## src/rtl/pd_pkg.sv

```systemverilog
package pd_pkg;

    typedef enum logic [1:0] {
        PD_NORMAL = 2'd0,
        PD_PRE    = 2'd1,
        PD_ACT    = 2'd2,
        PD_SREF   = 2'd3
    } pd_state_e;

    localparam int CMD_W = 5;

    // Bit 0 is activate, bit 4 is write.
    typedef struct packed {
        logic wr;
        logic rd;
        logic refresh;
        logic pre;
        logic act;
    } cmd_s;

    function automatic logic moves_data(input cmd_s c, input logic busy);
        return busy | c.rd | c.wr;
    endfunction

    function automatic logic in_powerdown(input pd_state_e s);
        return (s == PD_PRE) || (s == PD_ACT);
    endfunction

endpackage

```

## src/rtl/pd_cke_sync.sv

```systemverilog
module pd_cke_sync #(
    parameter int STAGES = 2
) (
    input  logic clk,
    input  logic rst,
    input  logic din,
    output logic dout
);
    logic [STAGES-1:0] chain;

    generate
        for (genvar g = 0; g < STAGES; g++) begin : g_stage
            if (g == 0) begin : g_first
                always_ff @(posedge clk) begin
                    if (rst) chain[g] <= 1'b1;
                    else     chain[g] <= din;
                end
            end else begin : g_rest
                always_ff @(posedge clk) begin
                    if (rst) chain[g] <= 1'b1;
                    else     chain[g] <= chain[g-1];
                end
            end
        end
    endgenerate

    assign dout = chain[STAGES-1];
endmodule

```

## src/rtl/pd_bank_tracker.sv

```systemverilog
module pd_bank_tracker #(
    parameter int NUM_BANKS = 4,
    localparam int BANK_W = (NUM_BANKS > 1) ? $clog2(NUM_BANKS) : 1
) (
    input  logic                 clk,
    input  logic                 rst,
    input  logic                 upd_en,
    input  logic                 act,
    input  logic                 pre,
    input  logic                 pre_all,
    input  logic [BANK_W-1:0]    bank,
    output logic [NUM_BANKS-1:0] open_mask
);
    generate
        for (genvar gb = 0; gb < NUM_BANKS; gb++) begin : g_bank
            logic hit;
            assign hit = (bank == BANK_W'(gb));
            always_ff @(posedge clk) begin
                if (rst) begin
                    open_mask[gb] <= 1'b0;
                end else if (upd_en) begin
                    if (act && hit)
                        open_mask[gb] <= 1'b1;
                    else if (pre && (pre_all || hit))
                        open_mask[gb] <= 1'b0;
                end
            end
        end
    endgenerate

    AST_ACT_OPENS: assert property (@(posedge clk) disable iff (rst)
        upd_en && act |=> open_mask[$past(bank)]);
    AST_PREALL_CLEARS: assert property (@(posedge clk) disable iff (rst)
        upd_en && pre && pre_all && !act |=> open_mask == '0);
    AST_MASK_FROZEN: assert property (@(posedge clk) disable iff (rst)
        !upd_en |=> $stable(open_mask));
endmodule

```

## src/rtl/pd_fsm.sv

```systemverilog
module pd_fsm
    import pd_pkg::*;
(
    input  logic      clk,
    input  logic      rst,
    input  logic      cke_reg,
    input  logic      cke_raw_s,
    input  logic      banks_open,
    input  logic      refresh,
    input  logic      data_move,
    output pd_state_e state_q,
    output logic      cke_err
);
    pd_state_e nxt;
    logic      armed_q;
    logic      illegal;

    assign illegal = (state_q == PD_NORMAL) && !cke_reg && data_move;

    always_comb begin
        nxt = state_q;
        unique case (state_q)
            PD_NORMAL: begin
                if (!cke_reg && !illegal) begin
                    if (banks_open)   nxt = PD_ACT;
                    else if (refresh) nxt = PD_SREF;
                    else              nxt = PD_PRE;
                end
            end
            PD_PRE, PD_ACT: begin
                if (cke_reg) nxt = PD_NORMAL;
            end
            PD_SREF: begin
                if (armed_q && cke_raw_s) nxt = PD_NORMAL;
            end
            default: nxt = PD_NORMAL;
        endcase
    end

    // The synchronized copy must be seen low inside self refresh before it
    // may end it, so a stale high left in the chain at entry is ignored.
    always_ff @(posedge clk) begin
        if (rst) begin
            state_q <= PD_NORMAL;
            armed_q <= 1'b0;
            cke_err <= 1'b0;
        end else begin
            state_q <= nxt;
            armed_q <= (state_q == PD_SREF) ? (armed_q | !cke_raw_s) : 1'b0;
            cke_err <= illegal;
        end
    end

    AST_OPEN_BLOCKS_SREF: assert property (@(posedge clk) disable iff (rst)
        (state_q != PD_SREF) && banks_open |=> state_q != PD_SREF);
    AST_APD_NO_SREF: assert property (@(posedge clk) disable iff (rst)
        state_q == PD_ACT |=> state_q != PD_SREF);
    AST_ERR_KEEPS_NORMAL: assert property (@(posedge clk) disable iff (rst)
        cke_err |-> state_q == PD_NORMAL);
    AST_SREF_HOLDS: assert property (@(posedge clk) disable iff (rst)
        (state_q == PD_SREF) && !cke_raw_s |=> state_q == PD_SREF);
    AST_PD_SYNC_EXIT: assert property (@(posedge clk) disable iff (rst)
        in_powerdown(state_q) && cke_reg |=> state_q == PD_NORMAL);
endmodule

```

## src/rtl/dram_pwr_state_ctrl.sv

```systemverilog
module dram_pwr_state_ctrl
    import pd_pkg::*;
#(
    parameter int NUM_BANKS   = 4,
    parameter int SYNC_STAGES = 2,
    localparam int BANK_W = (NUM_BANKS > 1) ? $clog2(NUM_BANKS) : 1
) (
    input  logic                 clk,
    input  logic                 rst,
    input  logic                 cke_reg,
    input  logic                 cke_raw,
    input  logic [CMD_W-1:0]     cmd_strobe,
    input  logic [BANK_W-1:0]    bank,
    input  logic                 pre_all,
    input  logic                 burst_busy,
    output logic [1:0]           pd_state,
    output logic [NUM_BANKS-1:0] open_banks,
    output logic                 in_rx_en,
    output logic                 clk_rx_en,
    output logic                 cke_err
);
    cmd_s      cmd;
    pd_state_e state;
    logic      cke_raw_s;
    logic      normal;

    assign cmd    = cmd_s'(cmd_strobe);
    assign normal = (state == PD_NORMAL);

    pd_cke_sync #(.STAGES(SYNC_STAGES)) u_sync (
        .clk  (clk),
        .rst  (rst),
        .din  (cke_raw),
        .dout (cke_raw_s)
    );

    pd_bank_tracker #(.NUM_BANKS(NUM_BANKS)) u_banks (
        .clk       (clk),
        .rst       (rst),
        .upd_en    (normal),
        .act       (cmd.act),
        .pre       (cmd.pre),
        .pre_all   (pre_all),
        .bank      (bank),
        .open_mask (open_banks)
    );

    pd_fsm u_fsm (
        .clk        (clk),
        .rst        (rst),
        .cke_reg    (cke_reg),
        .cke_raw_s  (cke_raw_s),
        .banks_open (|open_banks),
        .refresh    (cmd.refresh),
        .data_move  (moves_data(cmd, burst_busy)),
        .state_q    (state),
        .cke_err    (cke_err)
    );

    assign pd_state  = state;
    assign in_rx_en  = normal;
    assign clk_rx_en = (state != PD_SREF) | cke_raw;

    AST_PD_RX_SPLIT: assert property (@(posedge clk) disable iff (rst)
        in_powerdown(pd_state_e'(pd_state)) |-> !in_rx_en && clk_rx_en);
    AST_SREF_RX_OFF: assert property (@(posedge clk) disable iff (rst)
        (pd_state == 2'd3) |-> !in_rx_en && (clk_rx_en == cke_raw));
endmodule

```

## config.mk

```make
export PLATFORM = sky130hd
export DESIGN_NAME = dram_pwr_state_ctrl
export DESIGN_NICKNAME = d
export VERILOG_FILES = /design/src/rtl/pd_pkg.sv /design/src/rtl/pd_cke_sync.sv /design/src/rtl/pd_bank_tracker.sv /design/src/rtl/pd_fsm.sv /design/src/rtl/dram_pwr_state_ctrl.sv
export SDC_FILE = /design/constraint.sdc
export NUM_CORES = 1
export LEC_CHECK = 0
export ABC_CLOCK_PERIOD_IN_PS = 2730
export BUFFER_PORTS_ARGS = -buffer_cell sky130_fd_sc_hd__buf_2
export CORE_AREA = 4 4 41 43
export DETAILED_ROUTE_END_ITERATION = 16
export DIE_AREA = 0 0 45 47
export PLACE_DENSITY = 0.66
export SLEW_MARGIN = 20
export SYNTH_ARGS = -nofsm -noshare
export SYNTH_HDL_FRONTEND = slang
export SYNTH_HIERARCHICAL = 1
export SYNTH_SLANG_ARGS = --single-unit
```

## constraint.sdc

```tcl
create_clock -name clk -period 2.73 [get_ports clk]
set_input_delay 0.273 -clock clk [delete_from_list [all_inputs] [get_ports clk]]
set_output_delay 0.273 -clock clk [all_outputs]
set_load 0.05 [all_outputs]
```

==> results.sh <==
export IMPL_crit_required_ps=2880
export IMPL_cts_buffers=3
export IMPL_instances_no_fill=96
export IMPL_syn_area_per_cell_um2=9.094
export IMPL_grt_ovfl_total=0
export IMPL_grt_pass1_wl_um=1904
export IMPL_cts_resized=0
export IMPL_clk_latency_ps=260
export IMPL_netlist_area_um2=509.2
export IMPL_grt_max_degree=13
export IMPL_dp_cells=92
export IMPL_synth_warnings=6
export IMPL_antenna_found_initial=0
export IMPL_cts_tree="built"
export IMPL_wl_per_cell_um=12.24
export IMPL_cts_sinks=10
export IMPL_period_share_pct=59.07
export IMPL_setup_tns_ps=0
export IMPL_p_int_uw=341.4
export IMPL_maxSlewViolCount=0
export IMPL_setup_slack_ps=1117
export IMPL_coreArea_um2=1301
export IMPL_rows=13
export IMPL_pwr_share_clk_pct=21.0
export IMPL_pwr_share_seq_pct=30.9
export IMPL_clk_path_buf_depth=2
export IMPL_arrival_ps=1760
export IMPL_die_y_um=47
export IMPL_drt_initial_drc_count=3
export IMPL_hpwlAfterDp_um=924.7
export IMPL_dp_slack_ps=1073
export IMPL_synth_top_family_by_area="simple AND/OR/NAND/NOR gates"
export IMPL_final_cell_mix="buf_2 (21), dfxtp_1 (10), nor2_1 (5), nand2_1 (5)"
export IMPL_yosys_area_share_simple_pct=31.45
export IMPL_synth_seq_cells=10
export IMPL_layout_commonest_cell="buf_2"
export IMPL_syn_inst=56
export IMPL_syn_nets=72
export IMPL_vias_per_cell=5.344
export IMPL_first_pass_iters=4
export IMPL_total_leakage_power_nw=0.3033
export IMPL_drtAntennaViolNets=0
export IMPL_max_clock_freq_mhz=620.1
export IMPL_setup_viol=0
export IMPL_p_switching_uw=278.4
export IMPL_report_final_hold_viol_count=0
export IMPL_status="finished, final reports clean"
export IMPL_clkSlewWorstSetupHoldPaths_ps=60
export IMPL_finalNetCount=98
export IMPL_synth_xor_area_share_pct=0
export IMPL_final_area_um2=669.4
export IMPL_ys_types=26
export IMPL_worst_hold_slack_ps=205.2
export IMPL_grt_usage_pct=12.82
export IMPL_layout_drive_gt1_share_pct=34.57
export IMPL_place_congestion=0.7414
export IMPL_placed_cell_area_um2=633.1
export IMPL_cts_max_level=1
export IMPL_route_vias_total=513
export IMPL_drt_wl_total_um=1175
export IMPL_power_frac_comb_pct=48.1
export IMPL_synth_compound_area_share_pct=15.48
export IMPL_drcViolationCount=0
export IMPL_start_util_pct=39.13
export IMPL_finalCriticalPeriod_ps=1613
export IMPL_root_buffer="clkbuf_4"
export IMPL_p_sw_share_pct=44.92
export IMPL_crit_path_end_kind="register"
export IMPL_seq_area_frac_synth_pct=39.31
export IMPL_worstSetupStartpointType="register"
export IMPL_num_fill_cells=141
export IMPL_postCtsSetupRepairBufs=0
export IMPL_area_delta_synth_final_pct=31.45
export IMPL_rsz0062_at_grt="no"
export IMPL_io_pins=22
export IMPL_die_area_um2=2115
export IMPL_cts_hold_buffers=0
export IMPL_powerDensity_nw_per_um2=925.9
export IMPL_slew_headroom_pct=73.75
export IMPL_critPathKind="register to register"
export IMPL_min_path_type="input port to register"
export IMPL_synth_adder_area_share_pct=7.371
export IMPL_vdd_drop_max_v=0.0004597
export IMPL_die_x_um=45
export IMPL_max_cap_violations=0
export IMPL_n_antenna_cell=0
export IMPL_muxShareOfSynthArea_pct=4.177
export IMPL_fin_skew_ps=0.4998
export IMPL_grt_pass1_vias=483
export IMPL_max_slew_worst_pin_slew_ps=392.4
export IMPL_io_buffer_count=21
export IMPL_path_max_fanout=6
==> power groups by stage <==
| stage | Clock (mW) | Sequential [mW] | Combinational [mW] |
|---|---|---|---|
| 3_3_place_gp | 0 | 0.195 | 0.296 |
| 3_5_place_dp | 0 | 0.195 | 0.299 |
| 2_1_floorplan | 0 | 0.270 | 0.153 |
| 6_report | 0.130 | 0.191 | 0.298 |
| 5_1_grt | 0.143 | 0.196 | 0.322 |
| 4_1_cts | 0.139 | 0.192 | 0.300 |
==> cell usage after synthesis <==
cell,instances,area share [%]
a21oi_1,2,2.0
nand4_1,1,1.2
or2_1,2,2.5
nor2b_1,1,1.2
nand4b_1,2,3.4
mux2_1,1,2.2
a31oi_1,2,2.5
nor2_1,5,3.7
dfxtp_1,10,39
o21a_1,1,1.5
o21ba_1,1,2.0
or4_1,1,1.5
a221oi_2,1,2.9
nand2b_1,3,3.7
nand3b_1,3,4.4
inv_1,3,2.2
nand3_1,1,0.98
nand2_1,5,3.7
o21ai_0,2,2.0
ha_1,3,7.4
mux2i_1,1,2.0
or3_1,1,1.2
nor3b_1,1,1.5
o21ai_1,1,0.98
a21oi_2,1,1.7
and4bb_2,1,2.5
==> metal layers <==
metal | wire [um] | track usage (%) | up-vias
li1 | - | - | 253
met1 | 485 | 12.79 | 239
met2 | 573 | 23.16 | 21
met3 | 116 | 3.448 | 0
met4 | 0 | 8.772 | 0
met5 | 0 | 0 | -
==> state kept, by name, indices dropped and copies added (netlist names) <==
name / cells
u_sync/chain: 1
u_sync/dout: 1
u_fsm/cke_err: 1
u_fsm/state_q: 2
u_fsm/armed_q: 1
u_banks/open_mask: 4
==> through the flow <==
step	power [mW]	utilization, %
6_report	0.6198	51.44
3_3_place_gp	0.4912	48.65
5_1_grt	0.6618	51.44
2_1_floorplan	0.4232	-
3_5_place_dp	0.4940	48.65
4_1_cts	0.6308	51.44
==> kinds of logic (layout without fill, tap and decap cells) <==
group / Yosys count / in the layout
compound gates: 11 / 11
fa+ha+maj: 3 / 3
buf+inv: 3 / 28
flops: 10 / 10
mux: 2 / 2
simple gates: 27 / 27
==> path summary, 6_finish.rpt <==
kind	start	to	slack, ps	cells past startpoint
min	cke_raw	u_sync/chain[0]	210	2
min reg2reg	u_sync/chain[0]	u_sync/dout	410	1
max reg2reg	u_fsm/state_q[0]	u_fsm/state_q[1]	1120	4
max	u_fsm/state_q[0]	u_fsm/state_q[1]	1120	4
==> layout make-up <==
| cell class | count | area, um^2 | share of cell area, % |
|---|---|---|---|
| timing repair buffer | 21 | 105.1 | 15.70 |
| inverter | 3 | 11.26 | 1.682 |
| sequential | 10 | 200.2 | 29.91 |
| multi-input combinational | 43 | 297.8 | 44.49 |
| tap | 15 | 18.77 | 2.804 |
| clock buffer | 4 | 36.28 | 5.421 |
==> critical path, stage by stage, from the launching register on <==
cell      delay [ps]
dfxtp_1          420
inv_1             90
ha_1             310
a221oi_2         330
mux2_1           340
Note: power is estimated with default switching activity, not from simulation.
